File: src/rtl/dtmf_pkg.sv
package dtmf_pkg;

  localparam int NROW   = 4;
  localparam int NCOL   = 3;
  localparam int CODE_W = 4;
  localparam int STEPS  = 16;

  typedef enum logic [1:0] {
    PH_IDLE  = 2'd0,
    PH_BURST = 2'd1,
    PH_GAP   = 2'd2
  } phase_t;

  // Target frequencies after integer division (Hz).
  function automatic int row_hz(input int idx);
    case (idx)
      0:       return 699;
      1:       return 766;
      2:       return 848;
      default: return 948;
    endcase
  endfunction

  function automatic int col_hz(input int idx);
    case (idx)
      0:       return 1216;
      1:       return 1332;
      default: return 1472;
    endcase
  endfunction

  // Rounded reload: clk / (STEPS * f).
  function automatic int reload_calc(input int clk_hz, input int hz);
    return (clk_hz + (STEPS / 2) * hz) / (STEPS * hz);
  endfunction

  // Sine-like 16-step staircase, never zero while sounding.
  function automatic logic [CODE_W-1:0] wave(input logic [3:0] step);
    case (step)
      4'd0:    return 4'd8;
      4'd1:    return 4'd11;
      4'd2:    return 4'd13;
      4'd3:    return 4'd14;
      4'd4:    return 4'd15;
      4'd5:    return 4'd14;
      4'd6:    return 4'd13;
      4'd7:    return 4'd11;
      4'd8:    return 4'd8;
      4'd9:    return 4'd5;
      4'd10:   return 4'd3;
      4'd11:   return 4'd2;
      4'd12:   return 4'd1;
      4'd13:   return 4'd2;
      4'd14:   return 4'd3;
      default: return 4'd5;
    endcase
  endfunction

endpackage

File: src/rtl/dtmf_key_resolve.sv
module dtmf_key_resolve
  import dtmf_pkg::*;
#(
  parameter int NR = NROW,
  parameter int NC = NCOL,
  localparam int RW = $clog2(NR),
  localparam int CW = $clog2(NC),
  localparam int RCW = $clog2(NR + 1),
  localparam int CCW = $clog2(NC + 1)
) (
  input  logic          key_valid,
  input  logic [NR-1:0] row_hot,
  input  logic [NC-1:0] col_hot,
  output logic          key_ok,
  output logic          row_on,
  output logic          col_on,
  output logic [RW-1:0] row_idx,
  output logic [CW-1:0] col_idx
);

  logic [RCW-1:0] n_row;
  logic [CCW-1:0] n_col;
  logic           one_row, one_col, many_row, many_col;

  always_comb begin
    n_row   = '0;
    row_idx = '0;
    for (int i = NR - 1; i >= 0; i--) begin
      n_row = n_row + RCW'(row_hot[i]);
      if (row_hot[i]) row_idx = RW'(i);
    end
  end

  always_comb begin
    n_col   = '0;
    col_idx = '0;
    for (int j = NC - 1; j >= 0; j--) begin
      n_col = n_col + CCW'(col_hot[j]);
      if (col_hot[j]) col_idx = CW'(j);
    end
  end

  assign one_row  = (n_row == RCW'(1));
  assign one_col  = (n_col == CCW'(1));
  assign many_row = (n_row > RCW'(1));
  assign many_col = (n_col > CCW'(1));

  assign row_on = key_valid && one_row && (one_col || many_col);
  assign col_on = key_valid && one_col && (one_row || many_row);
  assign key_ok = row_on || col_on;

endmodule

File: src/rtl/dtmf_burst_timer.sv
module dtmf_burst_timer
  import dtmf_pkg::*;
#(
  parameter int TICKS_PER_MS = 3580,
  parameter int BURST_MS     = 93,
  parameter int GAP_MS       = 93,
  localparam int PW     = (TICKS_PER_MS > 1) ? $clog2(TICKS_PER_MS) : 1,
  localparam int MS_MAX = (BURST_MS > GAP_MS) ? BURST_MS : GAP_MS,
  localparam int MW     = $clog2(MS_MAX + 1)
) (
  input  logic clk,
  input  logic rst_n,
  input  logic launch,
  input  logic hold,
  output logic burst_on,
  output logic busy
);

  phase_t        ph_q, ph_d;
  logic [PW-1:0] pre_q, pre_d;
  logic [MW-1:0] ms_q, ms_d;
  logic          tick;

  assign tick = (pre_q == PW'(TICKS_PER_MS - 1));

  always_comb begin
    ph_d = ph_q;
    case (ph_q)
      PH_IDLE:  if (launch) ph_d = PH_BURST;
      PH_BURST: if (tick && (ms_q == MW'(BURST_MS - 1)) && !hold) ph_d = PH_GAP;
      PH_GAP:   if (tick && (ms_q == MW'(GAP_MS - 1))) ph_d = PH_IDLE;
      default:  ph_d = PH_IDLE;
    endcase
  end

  always_comb begin
    pre_d = pre_q;
    ms_d  = ms_q;
    if ((ph_d != ph_q) || (ph_q == PH_IDLE)) begin
      pre_d = '0;
      ms_d  = '0;
    end else if (tick) begin
      pre_d = '0;
      if (!((ph_q == PH_BURST) && (ms_q == MW'(BURST_MS - 1)))) ms_d = ms_q + 1'b1;
    end else begin
      pre_d = pre_q + 1'b1;
    end
  end

  always_ff @(posedge clk or negedge rst_n) begin
    if (!rst_n) begin
      ph_q  <= PH_IDLE;
      pre_q <= '0;
      ms_q  <= '0;
    end else begin
      ph_q  <= ph_d;
      pre_q <= pre_d;
      ms_q  <= ms_d;
    end
  end

  assign burst_on = (ph_q == PH_BURST);
  assign busy     = (ph_q != PH_IDLE);

endmodule

File: src/rtl/dtmf_tone_div.sv
module dtmf_tone_div
  import dtmf_pkg::*;
#(
  parameter int DIV_W = 9
) (
  input  logic              clk,
  input  logic              rst_n,
  input  logic              restart,
  input  logic              run,
  input  logic              tone_en,
  input  logic [DIV_W-1:0]  reload_in,
  output logic [CODE_W-1:0] code
);

  logic [DIV_W-1:0]  reload_q;
  logic [DIV_W-1:0]  cnt_q, cnt_d;
  logic [3:0]        step_q, step_d;
  logic [CODE_W-1:0] code_q, code_d;

  always_comb begin
    cnt_d  = cnt_q;
    step_d = step_q;
    if (restart) begin
      cnt_d  = reload_in - 1'b1;
      step_d = '0;
    end else if (run) begin
      if (cnt_q == '0) begin
        cnt_d  = reload_q - 1'b1;
        step_d = step_q + 1'b1;
      end else begin
        cnt_d = cnt_q - 1'b1;
      end
    end
    code_d = (run && tone_en) ? wave(step_q) : '0;
  end

  always_ff @(posedge clk or negedge rst_n) begin
    if (!rst_n) begin
      reload_q <= '0;
      cnt_q    <= '0;
      step_q   <= '0;
      code_q   <= '0;
    end else begin
      if (restart) reload_q <= reload_in;
      cnt_q  <= cnt_d;
      step_q <= step_d;
      code_q <= code_d;
    end
  end

  assign code = code_q;

endmodule

File: src/rtl/dtmf_burst_gen.sv
module dtmf_burst_gen
  import dtmf_pkg::*;
#(
  parameter int CLK_HZ       = 3579545,
  parameter int TICKS_PER_MS = 3580,
  parameter int BURST_MS     = 93,
  parameter int GAP_MS       = 93
) (
  input  logic              clk,
  input  logic              rst_n,
  input  logic              tone_mode,
  input  logic              start,
  input  logic              key_valid,
  input  logic [NROW-1:0]   row_hot,
  input  logic [NCOL-1:0]   col_hot,
  output logic [CODE_W-1:0] row_code,
  output logic [CODE_W-1:0] col_code,
  output logic              busy
);

  localparam int RW    = $clog2(NROW);
  localparam int CW    = $clog2(NCOL);
  localparam int DIV_W = $clog2(reload_calc(CLK_HZ, row_hz(0)) + 1);

  localparam logic [DIV_W-1:0] ROW_REL0 = DIV_W'(reload_calc(CLK_HZ, row_hz(0)));
  localparam logic [DIV_W-1:0] ROW_REL1 = DIV_W'(reload_calc(CLK_HZ, row_hz(1)));
  localparam logic [DIV_W-1:0] ROW_REL2 = DIV_W'(reload_calc(CLK_HZ, row_hz(2)));
  localparam logic [DIV_W-1:0] ROW_REL3 = DIV_W'(reload_calc(CLK_HZ, row_hz(3)));
  localparam logic [DIV_W-1:0] COL_REL0 = DIV_W'(reload_calc(CLK_HZ, col_hz(0)));
  localparam logic [DIV_W-1:0] COL_REL1 = DIV_W'(reload_calc(CLK_HZ, col_hz(1)));
  localparam logic [DIV_W-1:0] COL_REL2 = DIV_W'(reload_calc(CLK_HZ, col_hz(2)));

  // Reset: asserted asynchronously, released on the clock.
  logic [1:0] rst_sync_q;
  logic       srst_n;

  always_ff @(posedge clk or negedge rst_n) begin
    if (!rst_n) rst_sync_q <= '0;
    else        rst_sync_q <= {rst_sync_q[0], 1'b1};
  end
  assign srst_n = rst_sync_q[1];

  logic          key_ok, row_on, col_on;
  logic [RW-1:0] row_idx;
  logic [CW-1:0] col_idx;

  dtmf_key_resolve #(.NR(NROW), .NC(NCOL)) u_resolve (
    .key_valid (key_valid),
    .row_hot   (row_hot),
    .col_hot   (col_hot),
    .key_ok    (key_ok),
    .row_on    (row_on),
    .col_on    (col_on),
    .row_idx   (row_idx),
    .col_idx   (col_idx)
  );

  logic launch, burst_on, busy_w;

  assign launch = start && tone_mode && key_ok && !busy_w;

  dtmf_burst_timer #(
    .TICKS_PER_MS (TICKS_PER_MS),
    .BURST_MS     (BURST_MS),
    .GAP_MS       (GAP_MS)
  ) u_timer (
    .clk      (clk),
    .rst_n    (srst_n),
    .launch   (launch),
    .hold     (key_valid),
    .burst_on (burst_on),
    .busy     (busy_w)
  );

  // Which tones sound in the current burst.
  logic row_on_q, col_on_q;

  always_ff @(posedge clk or negedge srst_n) begin
    if (!srst_n) begin
      row_on_q <= 1'b0;
      col_on_q <= 1'b0;
    end else if (launch) begin
      row_on_q <= row_on;
      col_on_q <= col_on;
    end
  end

  logic [DIV_W-1:0] row_rel, col_rel;

  always_comb begin
    case (row_idx)
      2'd0:    row_rel = ROW_REL0;
      2'd1:    row_rel = ROW_REL1;
      2'd2:    row_rel = ROW_REL2;
      default: row_rel = ROW_REL3;
    endcase
    case (col_idx)
      2'd0:    col_rel = COL_REL0;
      2'd1:    col_rel = COL_REL1;
      default: col_rel = COL_REL2;
    endcase
  end

  logic [1:0]             grp_run;
  logic [1:0][DIV_W-1:0]  grp_rel;
  logic [1:0][CODE_W-1:0] grp_code;

  assign grp_run = {burst_on && col_on_q, burst_on && row_on_q};
  assign grp_rel = {col_rel, row_rel};

  for (genvar g = 0; g < 2; g++) begin : g_tone
    dtmf_tone_div #(.DIV_W(DIV_W)) u_div (
      .clk       (clk),
      .rst_n     (srst_n),
      .restart   (launch),
      .run       (grp_run[g]),
      .tone_en   (tone_mode),
      .reload_in (grp_rel[g]),
      .code      (grp_code[g])
    );
  end

  assign row_code = grp_code[0];
  assign col_code = grp_code[1];
  assign busy     = busy_w;

endmodule

File: config.mk
export PLATFORM = sky130hd
export DESIGN_NAME = dtmf_burst_gen
export DESIGN_NICKNAME = d
export VERILOG_FILES = /design/src/rtl/dtmf_pkg.sv /design/src/rtl/dtmf_key_resolve.sv /design/src/rtl/dtmf_burst_timer.sv /design/src/rtl/dtmf_tone_div.sv /design/src/rtl/dtmf_burst_gen.sv
export SDC_FILE = /design/constraint.sdc
export NUM_CORES = 1
export LEC_CHECK = 0
export BUFFER_PORTS_ARGS = -buffer_cell sky130_fd_sc_hd__buf_4
export CAP_MARGIN = 20
export CORE_UTILIZATION = 35
export CTS_CLUSTER_SIZE = 20
export DETAILED_ROUTE_END_ITERATION = 10
export GPL_TIMING_DRIVEN = 0
export REMOVE_ABC_BUFFERS = 1
export SYNTH_ARGS = -nofsm -noshare
export SYNTH_HDL_FRONTEND = slang
export SYNTH_SLANG_ARGS = --single-unit
File: constraint.sdc
create_clock -name clk -period 4.6 [get_ports clk]
set_input_delay 0.69 -clock clk [delete_from_list [all_inputs] [get_ports clk]]
set_output_delay 0.69 -clock clk [all_outputs]
set_load 0.05 [all_outputs]
Yosys cells after proc, flatten, opt, wreduce, memory -nomap -nowiden

Memory sizes are Yosys's and may differ from the RTL's.
Index checks and enable logic that the tools add are counted.

Bits in read-only memories: 128
Memories kept: 2
Input port bits: 12
Bits in registers: 77
Word-level logic and storage cells: 110

Mux-type cells: 32
Reductions and logical operators: 34
Eq/ne operators: 11
$add $sub $neg: 15
Magnitude comparators: 2

Memory list:

| name             | depth | bits a word | read ports | clocked after Yosys merged registers in | wr ports | RTL line       | RTL |
|---|---|---|---|---|---|---|---|
| (name not given) | 16    | 4           | 1          | 0                                       | 0        | dtmf_pkg.sv:39 | `case (step)` |
| (name not given) | 16    | 4           | 1          | 0                                       | 0        | dtmf_pkg.sv:39 |  |

Operators by type and width:

| kind                  | number |
|---|---|
| $mux 9                | 6 |
| $sub 9x1->9 const B   | 5 |
| $mux 4                | 8 |
| $pmux 9 s3            | 1 |
| $mux 12               | 2 |
| $mux 7                | 3 |
| $mux 2                | 10 |
| $logic_not 9->1       | 2 |
| $logic_and 1x1->1     | 14 |
| $add 12x1->12 const B | 1 |
| $eq 12x12->1 const B  | 1 |
| $pmux 6 s2            | 1 |
| $reduce_bool 2->1     | 6 |
| $sub 8x1->9 const B   | 1 |
| $add 4x1->4 const B   | 2 |
| $eq 2x1->1 const B    | 4 |
| $add 7x1->7 const B   | 1 |
| $eq 7x7->1 const B    | 1 |
| $add 3x1->3           | 2 |
| $logic_not 2->1       | 3 |
| $pmux 2 s3            | 1 |
| $reduce_and 2->1      | 3 |
| $add 1x1->2           | 2 |
| $eq 2x2->1 const B    | 2 |
| 8 further kinds       | 12 |

Depth between registers and ports, before layout

Gate-level depths: netlist of run 1.

Word-level depth: 15
Mapped depth: 11

Hierarchy

A second synthesis of run 1 with hierarchy kept.

Cells, all modules: 492
Area total of the unflattened synthesis: 4653.2 µm²

Modules (own cells, without submodules):

| module           | area an instance (µm²) | sequential area each (µm²) | instances | cells an instance |
|---|---|---|---|---|
| dtmf_tone_div    | 1544.0                 | 650.6                      | 2         | 165 |
| dtmf_burst_timer | 1132.3                 | 525.5                      | 1         | 114 |
| dtmf_burst_gen   | 246.5                  | 100.1                      | 1         | 22 |
| dtmf_key_resolve | 186.4                  | 0.0                        | 1         | 26 |

Worst setup path after synthesis of run 1

Ideal clock, no wire load.

Path kind: in2reg
From: input port row_hot[2]
To: register g_tone[0].u_div.cnt_q[8]
Buffers on the path: 2
Arrival time: 2.795 ns
Stages: 11
Slack: 1.659 ns
Path through: inv_1 > ha_1 > fa_1 > ha_1 > nor3b_1 > nor2_1 > or3_1 > clkbuf_1 > buf_2 > nand3_1 > o221ai_1

Longest elaborated chain between the ends: 10
Elaborated cells between the ends (all ways): 22
Classes of those cells: 4 x add/sub; 1 x order compare; 3 x eq/ne; 5 x mux; 9 x reduce/logical

Ends and longest elaborated chain:

| what                                                  | RTL line                                       | RTL |
|---|---|---|
| start, declared                                       | dtmf_burst_gen.sv:14                           | `input logic [NROW-1:0] row_hot,` |
| $add 1x1->2                                           | dtmf_key_resolve.sv:29                         | `n_row = n_row + RCW'(row_hot[i]);` |
| $add 3x1->3 (2 in a row)                              | dtmf_key_resolve.sv:29                         |  |
| $gt 3x1->1 or $eq 3x1->1 (tied branches)              | dtmf_key_resolve.sv:45, dtmf_key_resolve.sv:43 |  |
| $logic_or 1x1->1 or $logic_and 1x1->1 (tied branches) | dtmf_key_resolve.sv:49, dtmf_key_resolve.sv:48 |  |
| $logic_and 1x1->1 (on tied branches)                  | dtmf_key_resolve.sv:49, dtmf_key_resolve.sv:48 |  |
| $logic_or 1x1->1                                      | dtmf_key_resolve.sv:50                         | `assign key_ok = row_on \|\| col_on;` |
| $logic_and 1x1->1 (2 in a row)                        | dtmf_burst_gen.sv:60                           | `assign launch = start && tone_mode && key_ok && !busy_w;` |
| $mux 9 or $reduce_bool 2->1 (tied branches)           | n/a                                            |  |
| end signal, assigned                                  | dtmf_tone_div.sv:45                            | `cnt_q <= cnt_d;` |
| end, declared                                         | dtmf_tone_div.sv:16                            | `logic [DIV_W-1:0] cnt_q, cnt_d;` |

Several ways; a longest one is shown, not always the timed one.
A chain may end at the register's enable or synchronous reset.

Final worst setup path of run 1

From: input port row_hot[2]
To: register g_tone[1].u_div.reload_q[5]

Longest elaborated chain between the ends: 9
Elaborated cells between the ends (all ways): 12
Classes of those cells: 3 x add/sub; 1 x order compare; 1 x eq/ne; 7 x reduce/logical

Ends and longest elaborated chain:

| what                                                  | RTL line                                       | RTL |
|---|---|---|
| $add 1x1->2 (*)                                       | dtmf_key_resolve.sv:29                         |  |
| $add 3x1->3 (*) (2 in a row)                          | dtmf_key_resolve.sv:29                         |  |
| $gt 3x1->1 or $eq 3x1->1 (tied branches)              | dtmf_key_resolve.sv:45, dtmf_key_resolve.sv:43 |  |
| $logic_or 1x1->1 or $logic_and 1x1->1 (tied branches) | dtmf_key_resolve.sv:49, dtmf_key_resolve.sv:48 |  |
| $logic_and 1x1->1 (on tied branches)                  | dtmf_key_resolve.sv:49, dtmf_key_resolve.sv:48 |  |
| $logic_or 1x1->1 (*)                                  | dtmf_key_resolve.sv:50                         |  |
| $logic_and 1x1->1 (*) (2 in a row)                    | dtmf_burst_gen.sv:60                           |  |
| end signal, assigned                                  | dtmf_tone_div.sv:44                            | `if (restart) reload_q <= reload_in;` |
| end, declared                                         | dtmf_tone_div.sv:15                            | `logic [DIV_W-1:0] reload_q;` |

Mark *: on every way between the ends. The rest lies on a longest branch, timed or not.

==> impl_results.md, run 1 <==
* Share of cells above drive strength 1 at about an eighth
* Final setup fails at 0
* Worst path slowest cell: or3_1
* Starting Density at a little over a third
* TritonCTS clock tree: yes
* Worst-margin pin slew at 0.910 ns
* Flops & latches, synth at between 60 and 70
* Final worst slack at roughly 1.2 ns
* Drt via density at around 5.2
* Power Total at approximately 2.3 mW
* Data required, critical path at 4.81 ns
* Final Cell Area at approximately 4300 µm²
* CTS clock-pin slew for the worst setup and hold paths at 0.08 ns
* Clock insertion delay at the later pin of the skew report at roughly 0.35 ns
* Status: finished clean
* Period utilization at roughly three quarters
* Die height at 107 µm
* Power per cell area at 530 nW/µm²
* Hold_buf cts at 0
* Yosys warning count at 0
* 1st-pass router iterations at 4
* Yosys top cell by area: dfrtp_1
* Main synth FF type: dfrtp_1
* Worst Hold Class: in -> async
* Data arrival time of the worst path at 3.58 ns
* Vias in the first global route at approximately 2800
* Die W at between 100 and 150 µm
* Slew Limit Fails at 0
* RePlAce Congestion at about 0.8
* RSZ-0062 raised after global routing: no
* Core area at approximately 11000 µm²
* Max_slew headroom at around 39%
* Global route total overflow at 0
* CP Capture Type: flip-flop
* Clk root buf: clkbuf_8
* Clock buffer depth at 2
* H-tree levels at 3
* Post-layout util at about two fifths
* Antenna cells at 0
* Total Routing Usage GR at ~15%
* Post-synth ARST share at 100%
* Post-CTS setup buffer count at 0
* I/O Buffers at 20
* P&R area growth vs syn at 12.4%
* VDD IR-drop max at 0.199 mV
* Worst-path cell chain: buf_4 > inv_1 > ha_1 > fa_1 > ha_1 > nor3b_1 > nor2_1 > or3_1 > nor4_1 > nor2_1
* Largest net degree at the start of global routing at 66
* Pre-CTS setup slack at approximately 0.9 ns
* Mapped Area at about 3800 µm²
* Min cycle time layout at 3.36 ns
* Post-synth top cells: dfrtp_1, nor2_1, nand2_1, ha_1, a21oi_1
* WL final at between 7000 and 8000 µm
* Crit path kind: in -> reg
* Register area share after synthesis at roughly 44%
* DR vias at 2989
* Clock tree sinks at 67
* Core Rows at 37
* WL/cell at roughly 13 µm
* Skew final at 0.00666 ns
* Initial antenna violation count at 0
* Setup TNS at 0 ns
* Number of synthesized flops with an enable pin at 0
* First-pass GRT wire length at roughly 13000 µm
* Mean Syn Cell Area at between 9 and 10 µm²
* Crit start category: primary input
* Yosys top cell area share at 43.6%
* Worst path max stage delay at around 0.67 ns
* Cell count after synthesis at 411
* Hold Vio Cnt, Final at 0
* Fmax at 297 MHz
* ANT nets after route at 0
* Lkg Pwr at between 1.5 and 2 nW
* HPWL Detailed at 5200 µm
* Area contributors post-synth: dfrtp_1, ha_1, nor2_1, xor2_1, nand2_1
* Number of max-cap violations at 0
* Synth cell types at 61
* IO Count at 21
* Post-placement cell area at roughly 4100 µm²
* Top fanout value on the critical path at 23
* Violation count after the first detailed-route iteration at around 170
* Fin nets at about 470
* Post_cts resized at 0
* Residual DRC at 0
* Most instantiated library cell after synthesis: dfrtp_1
* DIE AREA at between 10000 and 15000 µm²
* Num CTS Buffers at 9
metal layers:
layer / track usage (%) / vias up / share of wire (%)
met3: 2.55 / 15 / 3.6
met1: 19.4 / 1428 / 49
met5: 0 / - / 0
met4: 7.83 / 0 / 2.3
li1: - / 1482 / -
met2: 22.9 / 64 / 45
worst max-delay path, delay by kind of cell:
kind | cells | cell delay [ns]
adders and majority gates | 3 | 0.98
and+or+nand+nor | 5 | 1.77
buffers and inverters | 2 | 0.13
stage by stage:
stage,hold slack (ns),cells
after floorplan,0.331,399
after global placement,0.337,555
after detailed placement,0.343,555
after CTS,0.0838,571
after global routing,0.0844,571
final,0.103,571
kinds of logic (layout without fill, tap and decap cells):
logic type	Yosys count	after routing	synth area share, %
other	1	1	0.0975
buffers and inverters	34	58	3.64
adder cells (fa/ha/maj)	26	26	8.85
AO/OA/AOI/OAI	69	69	11.3
AND/OR/NAND/NOR	181	181	24.6
multiplexers	9	9	2.44
flip-flops	67	67	43.6
XOR/XNOR	24	24	5.46
final timing paths:
kind	start	end	slack (ns)	cells past startpoint
setup / recovery	row_hot[2]	g_tone[1].u_div.reload_q[5]$_DFFE_PN0P_	1.24	10
hold / removal	rst_n	rst_sync_q[1]$_DFF_PN0_	0.10	1
setup reg to reg	u_timer.ph_q[0]$_DFF_PN0_	g_tone[1].u_div.reload_q[5]$_DFFE_PN0P_	2.21	5
hold reg to reg	rst_sync_q[0]$_DFF_PN0_	rst_sync_q[1]$_DFF_PN0_	0.35	0
max in group asynchronous	rst_sync_q[1]$_DFF_PN0_	g_tone[1].u_div.code[3]$_DFF_PN0_	3.61	0
min in group clk	rst_sync_q[0]$_DFF_PN0_	rst_sync_q[1]$_DFF_PN0_	0.35	0
power by group:
| group | switching [mW] | total, mW | internal [mW] |
|---|---|---|---|
| Clock | 0.238 | 0.490 | 0.252 |
| Sequential | 0.243 | 1.01 | 0.769 |
| Combinational | 0.456 | 0.787 | 0.332 |
layout by cell type, fill, tap and decap left out, types with 3 or more instances in the layout:
| cell | netlist | routed |
|---|---|---|
| nor3b_1 | 4 | 4 |
| nor4_1 | 7 | 7 |
| dfrtp_1 | 67 | 66 |
| nor2_1 | 58 | 58 |
| a211oi_1 | 6 | 6 |
| and3_1 | 5 | 5 |
| nand3_1 | 20 | 20 |
| nand2b_1 | 4 | 4 |
| clkbuf_8 | 0 | 9 |
| buf_4 | 0 | 20 |
| xnor2_1 | 8 | 8 |
| a31oi_1 | 4 | 4 |
| o211ai_1 | 3 | 3 |
| mux2i_1 | 6 | 6 |
| a21oi_1 | 23 | 23 |
| inv_1 | 22 | 22 |
| clkinvlp_4 | 0 | 3 |
| nor3_1 | 12 | 12 |
| mux2_2 | 3 | 3 |
| ha_1 | 24 | 24 |
| nand4_1 | 5 | 5 |
| o21ai_0 | 15 | 15 |
| or3_1 | 7 | 7 |
| clkinv_4 | 0 | 3 |
| nand2_1 | 34 | 34 |
| xor2_1 | 16 | 16 |
layout make-up:
type,instances,area (µm²)
clock buffer,9,124
clock inverter,7,78.8
fill,1057,6190
inverter,22,82.6
multi-input combinational,310,2040
sequential,67,1680
tap,136,170
timing repair buffer,20,150
flip-flops by register name, summed over array words and instances, names as in the netlist:
name                   flops
g_tone.u_div.step_q        8
col_on_q                   1
u_timer.pre_q             12
u_timer.ph_q               2
g_tone.u_div.reload_q      8
u_timer.ms_q               7
row_on_q                   1
g_tone.u_div.code          8
g_tone.u_div.cnt_q        18
rst_sync_q                 2
Power figures use the tool's default switching activity.
==> inputs of run 2 (changes only) <==
--- a/config.mk
+++ b/config.mk
@@ -5,6 +5,7 @@
 export SDC_FILE = /design/constraint.sdc
 export NUM_CORES = 1
 export LEC_CHECK = 0
+export ABC_AREA = 1
 export BUFFER_PORTS_ARGS = -buffer_cell sky130_fd_sc_hd__buf_4
 export CAP_MARGIN = 20
 export CORE_UTILIZATION = 35
==> constraint.sdc (replaced) <==
create_clock -name clk -period 3 [get_ports clk]
set_input_delay 0.45 -clock clk [delete_from_list [all_inputs] [get_ports clk]]
set_output_delay 0.45 -clock clk [all_outputs]
set_load 0.05 [all_outputs]
==> run 2 against run 1 <==
Compared with the run above:
- clock-buffer cell count grew 2
- design area grew 6.9%
- non-clock buffer count grew 1
- critical endpoint is now g_tone[0].u_div.cnt_q[6]$_DFFE_PN0P_
==> impl_results.md, run 2 <==
* Post-synth ARST share at 100% (unchanged)
* Skew final at 0.0107 ns (+0.00407 ns)
* Hold Vio Cnt, Final at 0 (unchanged)
* Core area at 11000 µm² (+4.5%)
* Clock insertion delay at the later pin of the skew report at 0.32 ns (-0.03 ns)
* Hold path start: rst_sync_q[0]$_DFF_PN0_
* WL/cell at 11.7 µm (-11%)
* Synth cell types at 44 (-28%)
* RePlAce Congestion at 0.855 (+4.9%)
* Data required, critical path at 3.21 ns (-1.60 ns)
* Synth Area in Simple Gates at 28.1% (+3.5 points)
* Clock buffer depth at 2 (unchanged)
* Cell count after synthesis at 493 (+20%)
* Residual DRC at 0 (unchanged)
* Fill count at 1075 (+1.7%)
* Clk root buf: clkbuf_16
* Starting Density at 36.4% (-0.23 points)
* WL final at 7770 µm (+3.7%)
* Reg with most FFs: g_tone.u_div.cnt_q
* TritonCTS clock tree: yes
* Mux share of post-synthesis cell area at 0% (-2.4 points)
* Flops & latches, synth at 67 (unchanged)
* Worst Hold Path EP: rst_sync_q[1]$_DFF_PN0_
* Multi-input logic area at 1990 µm² (-2.5%)
* Vias in the first global route at 3133 (+10%)
* Share of cells above drive strength 1 at 14.9% (+1.8 points)
* Power per cell area at 450 nW/µm² (-15%)
* Hold path cells at 0
* Lkg Pwr at 2.34 nW (+22%)
* Reg area at 1680 µm² (unchanged)
* DR vias at 3130 (+4.7%)
* Commonest non-fill, non-tap cell in the layout: nand2_1
* Mapped Area at 4000 µm² (+3.9%)
* VDD IR-drop max at 0.193 mV (-2.8%)
* Most instantiated library cell after synthesis: nand2_1
* CP Capture Type: flip-flop
* Post-CTS setup buffer count at 0 (unchanged)
* R2R cell count at 9 (+4)
* Drt via density at 4.71 (-9.9%)
* Largest family of logic cells by synthesized area: simple AND/OR/NAND/NOR gates
* Worst-margin pin slew at 0.844 ns (-0.0655 ns)
* Num CTS Buffers at 9 (unchanged)
* ANT nets after route at 0 (unchanged)
* Final worst slack at 0.326 ns (-0.911 ns)
* Worst Hold Class: reg -> reg
* RR Endpoint: u_timer.pre_q[3]$_DFF_PN0_
* Cell count after placement at 647 (+17%)
* Clock tree sinks at 67 (unchanged)
* Global route total overflow at 0 (unchanged)
* Largest register FFs at 18 (unchanged)
* RSZ-0062 raised after global routing: no
* Worst reg2reg setup slack at 1.22 ns (-0.99 ns)
* Period utilization at roughly nine tenths
* Yosys top cell by area: dfrtp_1
* Max_slew headroom at 43.7% (+4.6 points)
* Largest net degree at the start of global routing at 66 (unchanged)
* Number of synthesized flops with an enable pin at 0 (unchanged)
* HPWL Detailed at 5680 µm (+9.3%)
* DIE AREA at 11800 µm² (+3.8%)
* Pre-CTS setup slack at -0.410 ns (-1.31 ns)
* Top flop regs: g_tone.u_div.cnt_q x18, u_timer.pre_q x12
* Crit path kind: in -> reg
* Final Non-Filler Cells at 664 (+16%)
* Min cycle time layout at roughly 2.7 ns
* Register area share after synthesis at 42.0% (-1.6 points)
* Die height at 109 µm (+1.9%)
* First-pass GRT wire length at 14000 µm (+5.9%)
* Fin nets at 557 (+19%)
* Adder-Cell Fraction of Synth Area at 8.52% (-0.33 points)
* 1st-pass router iterations at 4 (unchanged)
* H-tree levels at 3 (unchanged)
* Crit start category: primary input
* Mean Syn Cell Area at 8.11 µm² (-13%)
* Worst reg2reg startpoint: u_timer.ms_q[0]$_DFFE_PN0P_
* I/O Buffers at 20 (unchanged)
* Data arrival time of the worst path at 2.88 ns (-0.70 ns)
* Status: finished clean
* Post-synth top cells: nand2_1, inv_1, dfrtp_1, nor2_1, nand3_1
* Slew Limit Fails at 0 (unchanged)
* Final setup fails at 0 (unchanged)
* Worst hold margin at 0.353 ns (+0.250 ns)
* Fmax at between 300 and 400 MHz
* Total Routing Usage GR at 14.9% (+0.21 points)
* Commonest cells after routing, fill and taps aside: nand2_1, inv_1, dfrtp_1, nor2_1, nand3_1
* CTS clock-pin slew for the worst setup and hold paths at 0.06 ns (-0.02 ns)
* Yosys warning count at 0 (unchanged)
* Die W at 109 µm (+1.9%)
* Violation count after the first detailed-route iteration at 116 (-33%)
* Compound-Gate Fraction of Synth Area at 9.86% (-1.5 points)
* Yosys top cell area share at 42.0% (-1.6 points)
* Main synth FF type: dfrtp_1
* Antenna cells at 0 (unchanged)
* Initial antenna violation count at 0 (unchanged)
* Area contributors post-synth: dfrtp_1, nand2_1, ha_1, inv_1, nor2_1
* Top fanout value on the critical path at 26 (+13%)
* Power Total at 2.08 mW (-9.2%)
* Number of max-cap violations at 0 (unchanged)
* IO Count at 21 (unchanged)
* Xor-xnor portion of the synthesized cell area at 2.85% (-2.6 points)
* P&R area growth vs syn at 15.6%
* Core Rows at 38 (+2.7%)
-- run 2: changes by cell type after synthesis, sizes merged, moves of 6 or more --
cell   delta
nand3    +12
xnor2     -6
or3       -7
inv      +59
o21ai    +14
nand2    +72
mux2i     -6
nor4      -8
-- run 2: cells by family (layout without fill, tap and decap cells) --
family	count (synthesis)	in the layout
compound gates	70	70
xor+xnor	13	13
fa+ha+maj	26	26
buf+inv	87	118
flops	67	67
other cells	1	1
simple gates	229	229
-- run 2: worst max path at each step --
stage	from	to	slack, ns	cells after the start
after floorplan	row_hot[2]	g_tone[1].u_div.cnt_q[4]$_DFFE_PN0P_	0.39	13
after global placement	row_hot[2]	g_tone[1].u_div.cnt_q[4]$_DFFE_PN0P_	-0.35	14
after detailed placement	row_hot[2]	g_tone[1].u_div.cnt_q[4]$_DFFE_PN0P_	-0.41	14
after CTS	row_hot[2]	g_tone[0].u_div.cnt_q[6]$_DFFE_PN0P_	0.004	13
after global routing	row_hot[2]	g_tone[0].u_div.cnt_q[6]$_DFFE_PN0P_	0.15	14
final	row_hot[2]	g_tone[0].u_div.cnt_q[6]$_DFFE_PN0P_	0.33	14
-- run 2: cell type report --
class	count	area share [%]
clock buffer	11	5.04
clock inverter	5	1.71
inverter	81	6.64
multi-input combinational	339	43.0
sequential	67	36.4
tap	140	3.79
timing repair buffer	21	3.47
-- run 2: worst max-delay path, cell delays in order --
cell and delay (ns):
buf_4 0.08, inv_1 0.04, ha_1 0.30, fa_1 0.40
ha_1 0.30, nor3_2 0.23, nand3_1 0.13, nand2_1 0.13
nand2_4 0.20, nor2_1 0.22, inv_1 0.10, nand2_1 0.10
o21bai_1 0.12, nand2_1 0.06
-- run 2: power by group --
part	total, mW	switching, mW	internal, mW
clock	1.11	0.381	0.727
combinational	0.0495	0.0268	0.0228
sequential	0.922	0.0166	0.906
-- run 2: through the flow --
step / area [µm²] / util, % / setup TNS (ns)
2_1_floorplan: 3950 / - / 0
3_3_place_gp: 4280 / 39.0 / -3.85
6_report: 4620 / 42.1 / 0
5_1_grt: 4620 / 42.1 / 0
4_1_cts: 4610 / 41.9 / 0
3_5_place_dp: 4280 / 39.0 / -4.93
-- run 2: timing repair --
action	4_1_cts	5_1_grt
hold buffers	1	0
pin swaps	0	0
resized for setup	1	3
endpoints found under the setup margin	2	16
endpoints found under the hold margin	2	0
-- run 2: layer usage --
layer  share of wire, %  global-route usage, %  vias to the layer above
met4               0.71                   4.73                        0
met1                 50                   19.0                     1467
met2                 47                   24.9                       32
met5                  0                      0                        -
li1                   -                      -                     1627
met3                2.4                   3.23                        4
==> inputs of run 3 (changes only) <==
--- a/config.mk
+++ b/config.mk
@@ -12,6 +12,7 @@
 export CTS_CLUSTER_SIZE = 20
 export DETAILED_ROUTE_END_ITERATION = 10
 export GPL_TIMING_DRIVEN = 0
+export PLACE_DENSITY_LB_ADDON = 0.3
 export REMOVE_ABC_BUFFERS = 1
 export SYNTH_ARGS = -nofsm -noshare
 export SYNTH_HDL_FRONTEND = slang
==> run 3 against run 2 <==
Compared with the run above:
- sequential share of layout area is 0.23 points lower
- critical path type unchanged
- design area increased by 0.62%
- final cell count is the same
- worst setup slack got worse by 0.055 ns
- core utilization rose by 0.26 points
- combinational power about the same
- via count grew 2.5%
==> impl_results.md, run 3 (synthesis gave the netlist of run 2 again) <==
* DR top layer: met4
* First-pass GRT wire length at 14300 µm (+2.3%)
* Clock insertion delay at the later pin of the skew report at 0.33 ns (about the same)
* Die height at 109 µm (unchanged)
* Global route total overflow at 0 (unchanged)
* H-tree levels at 3 (unchanged)
* Max_slew headroom at 43.3% (-0.45 points)
* Post-CTS setup buffer count at 0 (unchanged)
* Number of max-cap violations at 0 (unchanged)
* CTS clock-pin slew for the worst setup and hold paths at 0.05 ns (about the same)
* WL/cell at 12.1 µm (+3.4%)
* Crit path kind: in -> reg
* Slew Limit Fails at 0 (unchanged)
* Largest net degree at the start of global routing at 66 (unchanged)
* HPWL Detailed at 5810 µm (+2.4%)
* Num CTS Buffers at 9 (unchanged)
* Initial antenna violation count at 0 (unchanged)
* Power per cell area at 468 nW/µm² (+3.9%)
* Worst hold margin at 0.350 ns (-0.00301 ns)
* Core area at 11000 µm² (unchanged)
* Status: finished clean
* Top fanout value on the critical path at 26 (unchanged)
* Skew final at 0.00731 ns (-0.00342 ns)
* Period utilization at 90.9% (+1.8 points)
* RSZ-0062 raised after global routing: no
* Final setup fails at 0 (unchanged)
* ANT nets after route at 0 (unchanged)
* Antenna cells at 0 (unchanged)
* 1st-pass router iterations at 4 (unchanged)
* Worst Hold Class: reg -> reg
* TritonCTS clock tree: yes
* Fmax at 367 MHz (-2.0%)
* Met1 WL at 3910 µm (+0.44%)
* Lkg Pwr at 2.36 nW (+0.58%)
* Die W at 109 µm (unchanged)
* VDD IR-drop max at 0.285 mV (+48%)
* Clock buffer depth at 2 (unchanged)
* Vias in the first global route at 3219 (+2.7%)
* Worst-margin pin slew at 0.851 ns (+0.00682 ns)
* RePlAce Congestion at 0.825 (-3.5%)
* WL final at 8040 µm (+3.4%)
* Starting Density at 36.4% (unchanged)
* Top flop regs: g_tone.u_div.cnt_q x18, u_timer.pre_q x12
* DR vias at 3207 (+2.5%)
* Total Routing Usage GR at 15.3% (+0.39 points)
* Data required, critical path at 3.21 ns (about the same)
* Clock tree sinks at 67 (unchanged)
* Crit start category: primary input
* Clk root buf: clkbuf_16
* Core Rows at 38 (unchanged)
* Met3 wire length at 279 µm (+47%)
* CP Capture Type: flip-flop
* Hold Vio Cnt, Final at 0 (unchanged)
* Fin nets at 557 (unchanged)
* DIE AREA at 11800 µm² (unchanged)
* Residual DRC at 0 (unchanged)
* Data arrival time of the worst path at 2.94 ns (+0.06 ns)
* IO Count at 21 (unchanged)
* Post-layout util at 42.3% (+0.26 points)
* Largest register FFs at 18 (unchanged)
* Commonest cells after routing, fill and taps aside: nand2_1, inv_1, dfrtp_1, nor2_1, nand3_1
* Pre-CTS setup slack at -0.373 ns (+0.0370 ns)
* Reg with most FFs: g_tone.u_div.cnt_q
* Violation count after the first detailed-route iteration at 124 (+6.9%)
* I/O Buffers at 20 (unchanged)
* DR WL met2 at 3730 µm (+2.4%)
* Final worst slack at 0.272 ns (-0.0545 ns)
* Drt via density at 4.83 (+2.5%)
* Commonest non-fill, non-tap cell in the layout: nand2_1
* Share of cells above drive strength 1 at 14.9% (unchanged)
* Min cycle time layout at 2.73 ns (+0.0545 ns)
* P&R area growth vs syn at 16.3%
[run 3: cell type report]
class / count / area (µm²)
Clock buffer: 13 / 280
Clock inverter: 3 / 67.6
Fill cell: 1080 / 6330
Inverter: 81 / 307
Multi-Input combinational cell: 339 / 1980
Sequential cell: 67 / 1680
Tap cell: 140 / 175
Timing Repair Buffer: 21 / 160
[run 3: power by group]
part | switching, mW | leakage, nW | internal, mW
sequential | 0.0168 | 0.801 | 0.906
combinational | 0.0263 | 1.39 | 0.0229
clock | 0.384 | 0.168 | 0.818
total | 0.427 | 2.36 | 1.75
[run 3: per-layer routing]
layer | GRT usage, % | vias up
li1 | - | 1630
met1 | 19.4 | 1513
met2 | 25.7 | 50
met3 | 2.51 | 14
met4 | 6.08 | 0
met5 | 0 | -
[run 3: through the flow]
| stage | std cells | setup TNS, ns | area (µm²) | power [mW] |
|---|---|---|---|---|
| final | 664 | 0 | 4650 | 2.17 |
| after global routing | 664 | 0 | 4650 | 2.25 |
| after CTS | 664 | 0 | 4640 | 2.20 |
| after detailed placement | 647 | -3.12 | 4280 | 0.988 |
| after global placement | 647 | -2.88 | 4280 | 0.986 |
| after floorplan | 487 | 0 | 3950 | 0.958 |
[run 3: critical path: stages]
cell	delay, ns
buf_4	0.08
inv_1	0.04
ha_1	0.30
fa_1	0.41
ha_1	0.29
nor3_1	0.25
nand3_1	0.14
nand2_1	0.14
nand2_4	0.20
nand2_1	0.31
inv_1	0.16
nand2_1	0.09
nand2_1	0.06
[run 3: worst paths after layout]
path                                           start                                    to  slack [ns]  cells past startpoint
min in group asynchronous                      rst_n               rst_sync_q[0]$_DFF_PN0_        0.44                      2
max                                       row_hot[2]  g_tone[0].u_div.cnt_q[6]$_DFFE_PN0P_        0.27                     13
min reg2reg                  rst_sync_q[0]$_DFF_PN0_               rst_sync_q[1]$_DFF_PN0_        0.35                      0
max in group asynchronous    rst_sync_q[1]$_DFF_PN0_  g_tone[1].u_div.cnt_q[8]$_DFFE_PN0P_        2.01                      0
min                          rst_sync_q[0]$_DFF_PN0_               rst_sync_q[1]$_DFF_PN0_        0.35                      0
max reg2reg                u_timer.ph_q[1]$_DFF_PN0_  g_tone[0].u_div.cnt_q[6]$_DFFE_PN0P_        1.18                      8
[run 3: what timing repair did]
item / in CTS / in global routing
resized for setup: 1 / 1
endpoints found under the setup margin: 1 / 11
hold buffers: 1 / 0
endpoints found under the hold margin: 2 / 0
